<file path="src/rtl/ddr3w_pkg.sv">
package ddr3w_pkg;

  typedef enum logic [1:0] {
    AL_ZERO      = 2'd0,
    AL_CL_MINUS1 = 2'd1,
    AL_CL_MINUS2 = 2'd2,
    AL_SPARE     = 2'd3
  } al_sel_e;

  typedef enum logic [1:0] {
    BLK_FIXED8  = 2'd0,
    BLK_FIXED4  = 2'd1,
    BLK_PERCMD  = 2'd2,
    BLK_PERCMD2 = 2'd3
  } blk_sel_e;

  typedef enum logic [1:0] {
    STB_OFF  = 2'd0,
    STB_POST = 2'd1,
    STB_PRE  = 2'd2,
    STB_DATA = 2'd3
  } stb_e;

  // write latency in clocks from the raw setting fields
  function automatic int calc_wl(logic [1:0] al_sel, logic [3:0] cl, logic [3:0] cwl);
    int al;
    case (al_sel)
      AL_CL_MINUS1: al = int'(cl) - 1;
      AL_CL_MINUS2: al = int'(cl) - 2;
      default:      al = 0;
    endcase
    return al + int'(cwl);
  endfunction

endpackage

</file>
<file path="src/rtl/ddr3w_req_fifo.sv">
module ddr3w_req_fifo #(
  parameter int W     = 8,
  parameter int DEPTH = 2
) (
  input  logic         clk,
  input  logic         rst_n,
  input  logic         wr_valid,
  output logic         wr_ready,
  input  logic [W-1:0] wr_data,
  output logic         rd_valid,
  output logic [W-1:0] rd_data,
  input  logic         rd_take
);
  localparam int PW = (DEPTH > 1) ? $clog2(DEPTH) : 1;
  localparam int CW = $clog2(DEPTH + 1);

  logic [W-1:0]  mem [DEPTH];
  logic [PW-1:0] wr_ptr, rd_ptr;
  logic [CW-1:0] count;
  logic          wr_en, rd_en;

  function automatic logic [PW-1:0] step(logic [PW-1:0] p);
    return (p == PW'(DEPTH - 1)) ? '0 : p + 1'b1;
  endfunction

  assign wr_ready = (count != CW'(DEPTH));
  assign rd_valid = (count != '0);
  assign wr_en    = wr_valid & wr_ready;
  assign rd_en    = rd_take & rd_valid;
  assign rd_data  = mem[rd_ptr];

  for (genvar e = 0; e < DEPTH; e++) begin : g_slot
    always_ff @(posedge clk) begin
      if (wr_en && wr_ptr == PW'(e)) mem[e] <= wr_data;
    end
  end

  always_ff @(posedge clk or negedge rst_n) begin
    if (!rst_n) begin
      wr_ptr <= '0;
      rd_ptr <= '0;
      count  <= '0;
    end else begin
      if (wr_en) wr_ptr <= step(wr_ptr);
      if (rd_en) rd_ptr <= step(rd_ptr);
      case ({wr_en, rd_en})
        2'b10:   count <= count + 1'b1;
        2'b01:   count <= count - 1'b1;
        default: count <= count;
      endcase
    end
  end

endmodule

</file>
<file path="src/rtl/ddr3w_issue.sv">
module ddr3w_issue
  import ddr3w_pkg::*;
#(
  parameter int WL_MAX = 18,
  parameter int CCD    = 4
) (
  input  logic       clk,
  input  logic       rst_n,
  input  logic       idle,
  input  logic [1:0] cfg_al_sel,
  input  logic [3:0] cfg_cl,
  input  logic [3:0] cfg_cwl,
  input  logic [1:0] cfg_bl_sel,
  input  logic       head_valid,
  input  logic       head_bc4,
  input  logic       room,
  output logic       fire,
  output logic       fire_bc4,
  output logic       launch,
  output logic       launch_soon,
  output logic       pending
);
  localparam int WLW = $clog2(WL_MAX + 1);
  localparam int GW  = (CCD > 2) ? $clog2(CCD) : 1;

  logic [WLW-1:0]  wl_q;
  blk_sel_e        blk_q;
  logic [WL_MAX-1:0] sr_q, sr_n;
  logic [GW-1:0]   gap_q;
  int              wl_raw, wl_lim;

  always_comb begin
    wl_raw = calc_wl(cfg_al_sel, cfg_cl, cfg_cwl);
    if (wl_raw < 2)           wl_lim = 2;
    else if (wl_raw > WL_MAX) wl_lim = WL_MAX;
    else                      wl_lim = wl_raw;
  end

  assign fire = head_valid & room & (gap_q == '0);

  always_comb begin
    case (blk_q)
      BLK_FIXED8: fire_bc4 = 1'b0;
      BLK_FIXED4: fire_bc4 = 1'b1;
      default:    fire_bc4 = head_bc4;
    endcase
  end

  // one-hot countdown: the fired bit walks to position 0 in WL-1 cycles
  always_comb begin
    sr_n = sr_q >> 1;
    for (int i = 0; i < WL_MAX; i++) begin
      if (fire && i == int'(wl_q) - 1) sr_n[i] = 1'b1;
    end
  end

  assign launch      = sr_q[0];
  assign launch_soon = sr_q[1];
  assign pending     = (sr_q != '0);

  always_ff @(posedge clk or negedge rst_n) begin
    if (!rst_n) begin
      wl_q  <= WLW'(5);
      blk_q <= BLK_FIXED8;
      sr_q  <= '0;
      gap_q <= '0;
    end else begin
      if (idle) begin
        wl_q  <= WLW'(wl_lim);
        blk_q <= blk_sel_e'(cfg_bl_sel);
      end
      sr_q <= sr_n;
      if (fire)              gap_q <= GW'(CCD - 1);
      else if (gap_q != '0)  gap_q <= gap_q - 1'b1;
    end
  end

endmodule

</file>
<file path="src/rtl/ddr3w_beat_ser.sv">
module ddr3w_beat_ser #(
  parameter int DQ_W  = 16,
  parameter int MW    = 2,
  parameter int BEATS = 8,
  parameter int DEPTH = 8
) (
  input  logic                  clk,
  input  logic                  rst_n,
  input  logic                  fire,
  input  logic                  fire_bc4,
  input  logic [DQ_W*BEATS-1:0] fire_data,
  input  logic [MW*BEATS-1:0]   fire_mask,
  input  logic                  launch,
  input  logic                  launch_soon,
  output logic                  room,
  output logic                  dq_oe,
  output logic [DQ_W-1:0]       dq_rise,
  output logic [DQ_W-1:0]       dq_fall,
  output logic [MW-1:0]         dm_rise,
  output logic [MW-1:0]         dm_fall,
  output logic                  dv_next,
  output logic                  dv_next2
);
  localparam int DW   = DQ_W * BEATS;
  localparam int KW   = MW * BEATS;
  localparam int CYC8 = BEATS / 2;
  localparam int CYC4 = BEATS / 4;
  localparam int LW   = $clog2(CYC8 + 1);
  localparam int PW   = (DEPTH > 1) ? $clog2(DEPTH) : 1;
  localparam int CW   = $clog2(DEPTH + 1);

  logic [DW-1:0] ring_d [DEPTH];
  logic [KW-1:0] ring_m [DEPTH];
  logic          ring_c [DEPTH];
  logic [PW-1:0] wr_ptr, rd_ptr;
  logic [CW-1:0] fill;
  logic [DW-1:0] sh_d;
  logic [KW-1:0] sh_m;
  logic [LW-1:0] left;

  function automatic logic [PW-1:0] step(logic [PW-1:0] p);
    return (p == PW'(DEPTH - 1)) ? '0 : p + 1'b1;
  endfunction

  assign room     = (fill != CW'(DEPTH));
  assign dq_oe    = (left != '0);
  assign dv_next  = launch | (left > LW'(1));
  assign dv_next2 = launch_soon | launch | (left > LW'(2));

  for (genvar e = 0; e < DEPTH; e++) begin : g_flight
    always_ff @(posedge clk) begin
      if (fire && wr_ptr == PW'(e)) begin
        ring_d[e] <= fire_data;
        ring_m[e] <= fire_mask;
        ring_c[e] <= fire_bc4;
      end
    end
  end

  always_ff @(posedge clk or negedge rst_n) begin
    if (!rst_n) begin
      wr_ptr <= '0;
      rd_ptr <= '0;
      fill   <= '0;
    end else begin
      if (fire)   wr_ptr <= step(wr_ptr);
      if (launch) rd_ptr <= step(rd_ptr);
      case ({fire, launch})
        2'b10:   fill <= fill + 1'b1;
        2'b01:   fill <= fill - 1'b1;
        default: fill <= fill;
      endcase
    end
  end

  always_ff @(posedge clk or negedge rst_n) begin
    if (!rst_n) begin
      left    <= '0;
      sh_d    <= '0;
      sh_m    <= '0;
      dq_rise <= '0;
      dq_fall <= '0;
      dm_rise <= '0;
      dm_fall <= '0;
    end else if (launch) begin
      left    <= ring_c[rd_ptr] ? LW'(CYC4) : LW'(CYC8);
      dq_rise <= ring_d[rd_ptr][0 +: DQ_W];
      dq_fall <= ring_d[rd_ptr][DQ_W +: DQ_W];
      dm_rise <= ring_m[rd_ptr][0 +: MW];
      dm_fall <= ring_m[rd_ptr][MW +: MW];
      sh_d    <= ring_d[rd_ptr] >> (2 * DQ_W);
      sh_m    <= ring_m[rd_ptr] >> (2 * MW);
    end else if (left > LW'(1)) begin
      left    <= left - 1'b1;
      dq_rise <= sh_d[0 +: DQ_W];
      dq_fall <= sh_d[DQ_W +: DQ_W];
      dm_rise <= sh_m[0 +: MW];
      dm_fall <= sh_m[MW +: MW];
      sh_d    <= sh_d >> (2 * DQ_W);
      sh_m    <= sh_m >> (2 * MW);
    end else begin
      left    <= '0;
      dq_rise <= '0;
      dq_fall <= '0;
      dm_rise <= '0;
      dm_fall <= '0;
    end
  end

endmodule

</file>
<file path="src/rtl/ddr3w_strobe_gen.sv">
module ddr3w_strobe_gen
  import ddr3w_pkg::*;
(
  input  logic       clk,
  input  logic       rst_n,
  input  logic       dv_now,
  input  logic       dv_next,
  input  logic       dv_next2,
  output logic [1:0] dqs_oe,
  output logic [1:0] dqs_lvl
);
  stb_e st_q, st_n;

  // data wins, then preamble (which swallows a pending postamble), then postamble
  always_comb begin
    if (dv_next)       st_n = STB_DATA;
    else if (dv_next2) st_n = STB_PRE;
    else if (dv_now)   st_n = STB_POST;
    else               st_n = STB_OFF;
  end

  always_ff @(posedge clk or negedge rst_n) begin
    if (!rst_n) st_q <= STB_OFF;
    else        st_q <= st_n;
  end

  always_comb begin
    case (st_q)
      STB_DATA: begin dqs_oe = 2'b11; dqs_lvl = 2'b01; end
      STB_PRE:  begin dqs_oe = 2'b11; dqs_lvl = 2'b00; end
      STB_POST: begin dqs_oe = 2'b01; dqs_lvl = 2'b00; end
      default:  begin dqs_oe = 2'b00; dqs_lvl = 2'b00; end
    endcase
  end

endmodule

</file>
<file path="src/rtl/ddr3_wr_seq.sv">
module ddr3_wr_seq
  import ddr3w_pkg::*;
#(
  parameter int DQ_W         = 16,
  parameter int BEATS        = 8,
  parameter int REQ_DEPTH    = 2,
  parameter int FLIGHT_DEPTH = 8,
  parameter int CL_MAX       = 11,
  parameter int CWL_MAX      = 8,
  parameter int CCD          = 4
) (
  input  logic                    clk,
  input  logic                    rst_n,
  input  logic [1:0]              cfg_al_sel,
  input  logic [3:0]              cfg_cl,
  input  logic [3:0]              cfg_cwl,
  input  logic [1:0]              cfg_bl_sel,
  input  logic                    in_valid,
  output logic                    in_ready,
  input  logic                    in_bc4,
  input  logic [DQ_W*BEATS-1:0]   in_data,
  input  logic [DQ_W/8*BEATS-1:0] in_mask,
  output logic                    cmd_fire,
  output logic                    cmd_bc4,
  output logic                    dq_oe,
  output logic [DQ_W-1:0]         dq_rise,
  output logic [DQ_W-1:0]         dq_fall,
  output logic [DQ_W/8-1:0]       dm_rise,
  output logic [DQ_W/8-1:0]       dm_fall,
  output logic [1:0]              dqs_oe,
  output logic [1:0]              dqs_lvl
);
  localparam int MW     = DQ_W / 8;
  localparam int DW     = DQ_W * BEATS;
  localparam int KW     = MW * BEATS;
  localparam int QW     = DW + KW + 1;
  localparam int WL_MAX = (CL_MAX - 1) + CWL_MAX;

  logic [QW-1:0] head;
  logic          head_valid, room, launch, launch_soon, pending;
  logic          dv_next, dv_next2, idle;

  ddr3w_req_fifo #(.W(QW), .DEPTH(REQ_DEPTH)) u_fifo (
    .clk      (clk),
    .rst_n    (rst_n),
    .wr_valid (in_valid),
    .wr_ready (in_ready),
    .wr_data  ({in_bc4, in_mask, in_data}),
    .rd_valid (head_valid),
    .rd_data  (head),
    .rd_take  (cmd_fire)
  );

  assign idle = ~head_valid & ~pending & ~dq_oe & (dqs_oe == 2'b00);

  ddr3w_issue #(.WL_MAX(WL_MAX), .CCD(CCD)) u_issue (
    .clk         (clk),
    .rst_n       (rst_n),
    .idle        (idle),
    .cfg_al_sel  (cfg_al_sel),
    .cfg_cl      (cfg_cl),
    .cfg_cwl     (cfg_cwl),
    .cfg_bl_sel  (cfg_bl_sel),
    .head_valid  (head_valid),
    .head_bc4    (head[QW-1]),
    .room        (room),
    .fire        (cmd_fire),
    .fire_bc4    (cmd_bc4),
    .launch      (launch),
    .launch_soon (launch_soon),
    .pending     (pending)
  );

  ddr3w_beat_ser #(.DQ_W(DQ_W), .MW(MW), .BEATS(BEATS), .DEPTH(FLIGHT_DEPTH)) u_ser (
    .clk         (clk),
    .rst_n       (rst_n),
    .fire        (cmd_fire),
    .fire_bc4    (cmd_bc4),
    .fire_data   (head[DW-1:0]),
    .fire_mask   (head[DW +: KW]),
    .launch      (launch),
    .launch_soon (launch_soon),
    .room        (room),
    .dq_oe       (dq_oe),
    .dq_rise     (dq_rise),
    .dq_fall     (dq_fall),
    .dm_rise     (dm_rise),
    .dm_fall     (dm_fall),
    .dv_next     (dv_next),
    .dv_next2    (dv_next2)
  );

  ddr3w_strobe_gen u_stb (
    .clk      (clk),
    .rst_n    (rst_n),
    .dv_now   (dq_oe),
    .dv_next  (dv_next),
    .dv_next2 (dv_next2),
    .dqs_oe   (dqs_oe),
    .dqs_lvl  (dqs_lvl)
  );

endmodule

</file>
<file path="config.mk">
export PLATFORM = sky130hd
export DESIGN_NAME = ddr3_wr_seq
export DESIGN_NICKNAME = d
export VERILOG_FILES = /design/src/rtl/ddr3w_pkg.sv /design/src/rtl/ddr3w_req_fifo.sv /design/src/rtl/ddr3w_issue.sv /design/src/rtl/ddr3w_beat_ser.sv /design/src/rtl/ddr3w_strobe_gen.sv /design/src/rtl/ddr3_wr_seq.sv
export SDC_FILE = /design/constraint.sdc
export NUM_CORES = 2
export LEC_CHECK = 0
export BUFFER_PORTS_ARGS = -buffer_cell sky130_fd_sc_hd__buf_4
export CORE_MARGIN = 2
export CORE_UTILIZATION = 62
export CTS_CLUSTER_DIAMETER = 60
export CTS_CLUSTER_SIZE = 16
export DETAILED_ROUTE_END_ITERATION = 10
export PLACE_DENSITY = 0.8
export SYNTH_ARGS = -nofsm -noshare
export SYNTH_HDL_FRONTEND = slang
export SYNTH_SLANG_ARGS = --single-unit
export TNS_END_PERCENT = 5
</file>
<file path="constraint.sdc">
create_clock -name clk -period 10.3 [get_ports clk]
set_clock_uncertainty 0.1 [all_clocks]
set_input_delay 0 -clock clk [delete_from_list [all_inputs] [get_ports clk]]
set_output_delay 0 -clock clk [all_outputs]
set_load 0.05 [all_outputs]
</file>
# Word level (Yosys, flattened, before mapping)
# Memory sizes are Yosys's and may differ from the RTL's.
# Index checks and enable logic that the tools add are counted.
[word_totals]
ram_bits = 1450
elab_cells = 291
mem_count = 4
ff_bits = 226
input_bits = 160
output_inout_bits = 44
[memory_table]
columns = ["memory", "depth", "width", "rd", "rd_ports_with_merged_regs", "write_ports", "line_no", "rtl"]
rows = [
  ["u_ser.ring_d", 8, 128, 1, 0, 1, "ddr3w_beat_ser.sv:32", "logic [DW-1:0] ring_d [DEPTH];"],
  ["u_fifo.mem", 2, 145, 1, 0, 1, "ddr3w_req_fifo.sv:17", "logic [W-1:0] mem [DEPTH];"],
  ["u_ser.ring_m", 8, 16, 1, 0, 1, "ddr3w_beat_ser.sv:33", "logic [KW-1:0] ring_m [DEPTH];"],
  ["u_ser.ring_c", 8, 1, 1, 0, 1, "ddr3w_beat_ser.sv:34", "logic ring_c [DEPTH];"],
]
[op_classes]
mux = 136
n_lt_le_gt_ge = 4
reduce_logical = 64
n_addsub = 14
bitwise_logic = 14
n_eq_ne = 37
[op_table]
columns = ["op", "n"]
rows = [
  ["$mux W128", 9],
  ["$reduce_or A128 Y1", 7],
  ["$eq A5 B32 Y1 const A", 8],
  ["$mux W16", 13],
  ["$mux W145", 1],
  ["$reduce_or A145 Y1", 1],
  ["$eq A4 B32 Y1 const A", 4],
  ["$reduce_or A16 Y1", 7],
  ["$mux W3", 26],
  ["$mux W1", 72],
  ["$eq A3 B32 Y1 const A", 2],
  ["$eq A6 B32 Y1 const A", 2],
  ["$pmux W32 S2", 1],
  ["$add A32 B5 Y32", 1],
  ["$eq A2 B32 Y1 const A", 1],
  ["$gt A32 B6 Y1 const B", 1],
  ["$logic_not A32 Y1", 1],
  ["$lt A32 B3 Y1 const B", 1],
  ["$logic_and A1 B1 Y1", 28],
  ["$reduce_bool A18 Y1", 1],
  ["$mux W2", 8],
  ["$eq A3 B3 Y1 const B", 5],
  ["$reduce_bool A2 Y1", 6],
  ["$eq A2 B1 Y1 const B", 5],
  ["other kinds (29)", 58],
]

# Logic depth before layout (Yosys ltp)
[depth]
depth_word = 14
depth_mapped = 16
mapped_depth_nobuf = 16

# Cells and area by module
# A second synthesis with hierarchy kept.
[unflattened]
hier_cells = 3256
hier_area_um2 = 63106.8
[modules_own_cells]
columns = ["module", "instances", "seq_area_each_um2", "area_each_um2", "cells_per_inst"]
rows = [
  ["ddr3w_beat_ser", 1, 38762.2, 50616.0, 2620],
  ["ddr3w_req_fifo", 1, 8808.4, 10734.0, 468],
  ["ddr3w_issue", 1, 678.2, 1649.1, 156],
  ["ddr3w_strobe_gen", 1, 50.0, 96.3, 10],
  ["ddr3_wr_seq", 1, 0.0, 11.3, 2],
]

# Worst setup path after synthesis
# OpenSTA, ideal clock, no wires.
[synth_path]
kind = "reg-to-reg"
startpoint = "register u_fifo.count[0]"
endpoint = "memory u_fifo.mem[0][0] (netlist name) (enable)"
path_buffers = 1
setup_slack_ps = 2407
setup_ps = 652
synth_period_minus_slack_ps = 7893
stages_incl_launch_ff = 5
required_time_ps = 9548
arrival_ps = 7140
cell_sequence = "dfrtp_1 > buf_6 > nand2b_1 > nand2_1 > nor2_1"
[synth_via]
elab_chain_cells = 7
word_cells_on_any_way = 11
cone_classes = "1 x eq/ne; 6 x mux; 1 x bitwise; 3 x reduce/logical"
[synth_lines]
columns = ["element", "line_no", "rtl"]
rows = [
  ["from (decl)", "ddr3w_req_fifo.sv:19", "logic [CW-1:0] count;"],
  ["from (signal assigned)", "ddr3w_req_fifo.sv:47", "2'b10: count <= count + 1'b1;"],
  ["from (signal assigned)", "ddr3w_req_fifo.sv:48", "2'b01: count <= count - 1'b1;"],
  ["from (signal assigned)", "ddr3w_req_fifo.sv:49", "default: count <= count;"],
  ["$ne A2 B2 Y1 (*)", "ddr3w_req_fifo.sv:26", "assign wr_ready = (count != CW'(DEPTH));"],
  ["net in_ready", "ddr3_wr_seq.sv:19", "output logic in_ready,"],
  ["$and A1 B1 Y1 (*)", "ddr3w_req_fifo.sv:28", "assign wr_en = wr_valid & wr_ready;"],
  ["$logic_and A1 B1 Y1", "ddr3w_req_fifo.sv:34", "if (wr_en && wr_ptr == PW'(e)) mem[e] <= wr_data;"],
  ["$mux W1", "ddr3w_req_fifo.sv:34", ""],
  ["$mux W1 (implied by the code)", "ddr3w_req_fifo.sv:34", ""],
  ["$reduce_or A145 Y1 (no line)", "n/a", ""],
  ["$mux W1 (no line)", "n/a", ""],
  ["to (decl)", "ddr3w_req_fifo.sv:17", ""],
]
# The timed path passes the listed nets; every way through them passes the cells marked *.

# Worst setup path in the final report
[layout_path]
startpoint = "register u_issue.gap_q[0]"
endpoint = "memory u_ser.ring_m[3][1] (netlist name) (enable)"
[layout_via]
elab_chain_cells = 13
word_cells_on_any_way = 47
cone_classes = "30 x mux; 1 x bitwise; 16 x reduce/logical"
[layout_lines]
columns = ["element", "line_no", "rtl"]
rows = [
  ["from (decl)", "ddr3w_issue.sv:29", "logic [GW-1:0] gap_q;"],
  ["from (signal assigned)", "ddr3w_issue.sv:73", "if (fire) gap_q <= GW'(CCD - 1);"],
  ["from (signal assigned)", "ddr3w_issue.sv:74", "else if (gap_q != '0) gap_q <= gap_q - 1'b1;"],
  ["$logic_not A2 Y1 (*)", "ddr3w_issue.sv:39", "assign fire = head_valid & room & (gap_q == '0);"],
  ["$and A1 B1 Y1 (*)", "ddr3w_issue.sv:39", ""],
  ["$logic_and A1 B1 Y1", "ddr3w_beat_ser.sv:52", "if (fire && wr_ptr == PW'(e)) begin"],
  ["$mux W1", "ddr3w_beat_ser.sv:52", ""],
  ["$mux W1 (implied by the code)", "ddr3w_beat_ser.sv:54", "ring_m[e] <= fire_mask;"],
  ["$reduce_or A16 Y1 (no line)", "n/a", ""],
  ["$mux W3 (no line) / $mux W1 (equally long branches) (7 in series)", "n/a", ""],
  ["to (decl)", "ddr3w_beat_ser.sv:33", ""],
]
# Mark *: on every way between the ends. The rest lies on a longest branch, timed or not.

==> metrics.cfg <==
[setup_path]
cp.required_ns=10.52
worstSetupStartpoint=u_issue.gap_q[0]
crit_arrival_ns=4.54
start_kind=flip-flop
regToRegStartpoint=u_issue.gap_q[0]
end_kind=flip-flop
r2r_slack_ns=5.98
crit_fanout=54
crit_type=reg2reg

[die]
ios=204
die_h_um=322
initial_core_util=0.625
core_area_sq_mm=0.100
rows=116
die_x_um=322
die_area_sq_mm=0.103

[yosys]
synth.cell_area_sq_mm=0.0625
syn_avg_cell_area_sq_um=20.6
synth-async-reset-ratio=0.116
syn_inst=3030
synth_edf_count=1450
synthDominantCellAreaShare=0.696
yosysWarningCount=0
yosys-top-cells-count=edfxtp_1 (1450), mux4_2 (290), mux2_2 (221)
yosysSeqAreaShare=0.773
yosys-top-cells-area=edfxtp_1 (70%), mux4_2 (10%), dfrtp_1 (7.5%)
synth_flop_cell=edfxtp_1
synthesis.nets=3225
yosys.cell_count.top_type=edfxtp_1
yosys.area.top_type=edfxtp_1
synth-seq-cells=1640
ys_types=55

[cts]
insertion_delay_ns=0.71
path_clk_slew_ns=0.07
htreeDepth=3
ctsResizeCount=0
clock-root-buffer=clkbuf_16
cts_sinks=1640
cts_buffer_depth=3
cts_made_buffers=117
cts_tree=built

[placement]
dp_hpwl_um=77600
dpl_cell_area_sq_mm=0.0654
gp_congestion=0.802
io_buffers=202

[timing]
slew_headroom=0.201
maxSlewViolCount=0
fin_crit_sh=0.420
layout_min_cycle_time_ns=4.32
rsz0062_at_grt=no
worst_pin_slew_ns=1.20
final.setup.tns_ns=0
hold_ws_ns=0.0254
setup_viol=0
fmax_mhz=231
hold_viol=0

[route]
avgViaCountPerCell=6.44
routedWlPerCell_um=28.8
route.detailed.drc=0
vias=31800
ant_nets=0
first_pass_iters=6
wl_um=142000
drt_iter0_markers=3575

[pwr]
p_seq_frac=0.480
power.switching_w=0.00613
internal-power_w=0.0135
p_comb_frac=0.295
leakagePower_nw=24.4
max-vdd-ir-drop_uv=445
power.density_mw_per_mm2=273
p_clk_frac=0.225
switching_share=0.312

[layout]
area_growth_syn_to_layout_pct=15.3
fin_nets=3735
drive_gt1_frac=0.254
final_area_sq_mm=0.0721

[grt]
overflow=0
grt_max_degree=213
track_usage=0.280
antenna_found_initial=4
first_global_vias=33300
grt_pass1_wl_um=212000

[hold_path]
min-delay-path-class=in2reg
holdCritStartpoint=in_data[106]

[status]
status=finished clean

[run]
maxCapViolations=0

critical path, stage by stage (launching register included):
cell and delay [ns]:
dfrtp_1 0.37, inv_1 0.08, ha_1 0.20, o211ai_2 0.21
inv_1 0.41, and2_4 0.79, buf_4 0.87, buf_4 0.80
power by group through the flow:
stage	registers [W]	logic [W]	clock network (W)
final	0.00943	0.00580	0.00442
after detailed placement	0.00954	0.00562	0
after floorplan	0.00943	0.00402	0
after global placement	0.00947	0.00541	0
after CTS	0.00942	0.00581	0.00448
after global routing	0.00950	0.00619	0.00472
layer usage:
metal  share of wire  GRT usage  vias to the layer above
li1                -          -                    13200
met1            0.37      0.374                    16700
met2            0.52      0.483                     1617
met3           0.078     0.0434                      263
met4           0.028     0.0825                        2
met5        0.000091          0                        -
metrics by stage:
step / util / instances / setup WS [ns] / total power (W)
after floorplan: - / 3030 / 2.41 / 0.0135
after global placement: 0.654 / 4410 / 6.01 / 0.0149
after detailed placement: 0.654 / 4410 / 6.00 / 0.0152
after CTS: 0.721 / 4934 / 5.99 / 0.0197
after global routing: 0.721 / 4934 / 5.78 / 0.0204
final: 0.721 / 4936 / 5.98 / 0.0197
worst paths after layout:
| check | end | cells after the start |
|---|---|---|
| min in group asynchronous | u_ser.dq_rise[13] | 4 |
| min | u_fifo.mem[1][106] | 2 |
| min reg2reg | u_ser.left[0] | 1 |
| max in group asynchronous | u_fifo.rd_ptr | 4 |
| max reg2reg | u_ser.ring_m[3][1] | 7 |
| max | u_ser.ring_m[3][1] | 7 |
registers in the layout, summed over array words and instances (netlist names), 5 cells and up:
name	count
u_ser.ring_m	128
u_ser.sh_d	96
u_ser.dq_rise	16
u_ser.sh_m	12
u_ser.dq_fall	16
u_issue.sr_q	18
u_fifo.mem	290
u_ser.ring_c	8
u_issue.wl_q	5
u_ser.ring_d	1024
cell type report:
cell class                 count  area [sq um]
sequential                  1640         48300
fill                        5599         27900
multi-input combinational   1204         13500
timing repair buffer         554          5010
clock buffer                 202          3360
tap                         1298          1620
clock inverter                13           178
inverter                      23          86.3
antenna                        2          5.00
cell families (layout without fill, tap and decap cells):
| family | count (synthesis) | after routing | share of synthesized area |
|---|---|---|---|
| DFF | 1640 | 1640 | 0.773 |
| muxes | 587 | 587 | 0.157 |
| and+or+nand+nor | 299 | 299 | 0.0232 |
| AOI/OAI and AO/OA | 270 | 270 | 0.0265 |
| buffers and inverters | 186 | 792 | 0.0121 |
| adders and majority gates | 35 | 35 | 0.00724 |
| xor gates and xnor gates | 12 | 12 | 0.00168 |
| other | 1 | 3 | 0.0000600 |
timing repair:
action / 4_1_cts / 5_1_grt
setup endpoints to repair: 0 / 0
hold endpoints to repair: 409 / 0
setup buffers: 0 / 0
hold buffers: 309 / 0
cells in the final DEF (no fill, tap or decap), types with 3 or more instances in the layout:
cell type and instances:
edfxtp_1 1450, nor2_1 15, a21oi_1 83, dlygate4sd3_1 308, nand2_1 156, and2_1 73
dfrtp_4 5, mux2_2 221, nand3_1 4, a211oi_1 72, a21o_1 11, clkbuf_1 79
and3_4 7, buf_4 240, a41o_1 3, inv_1 23, xor2_1 4, o21ai_0 86
nor2b_1 3, mux4_2 290, xnor2_1 8, ha_1 33, a31o_2 3, nor3_1 6
clkbuf_16 122, mux2i_1 74, nor3b_1 3, buf_12 4, nand2b_1 7, nor4_1 5
bufinv_16 3, dfrtp_1 183
Power figures use the tool's default switching activity.
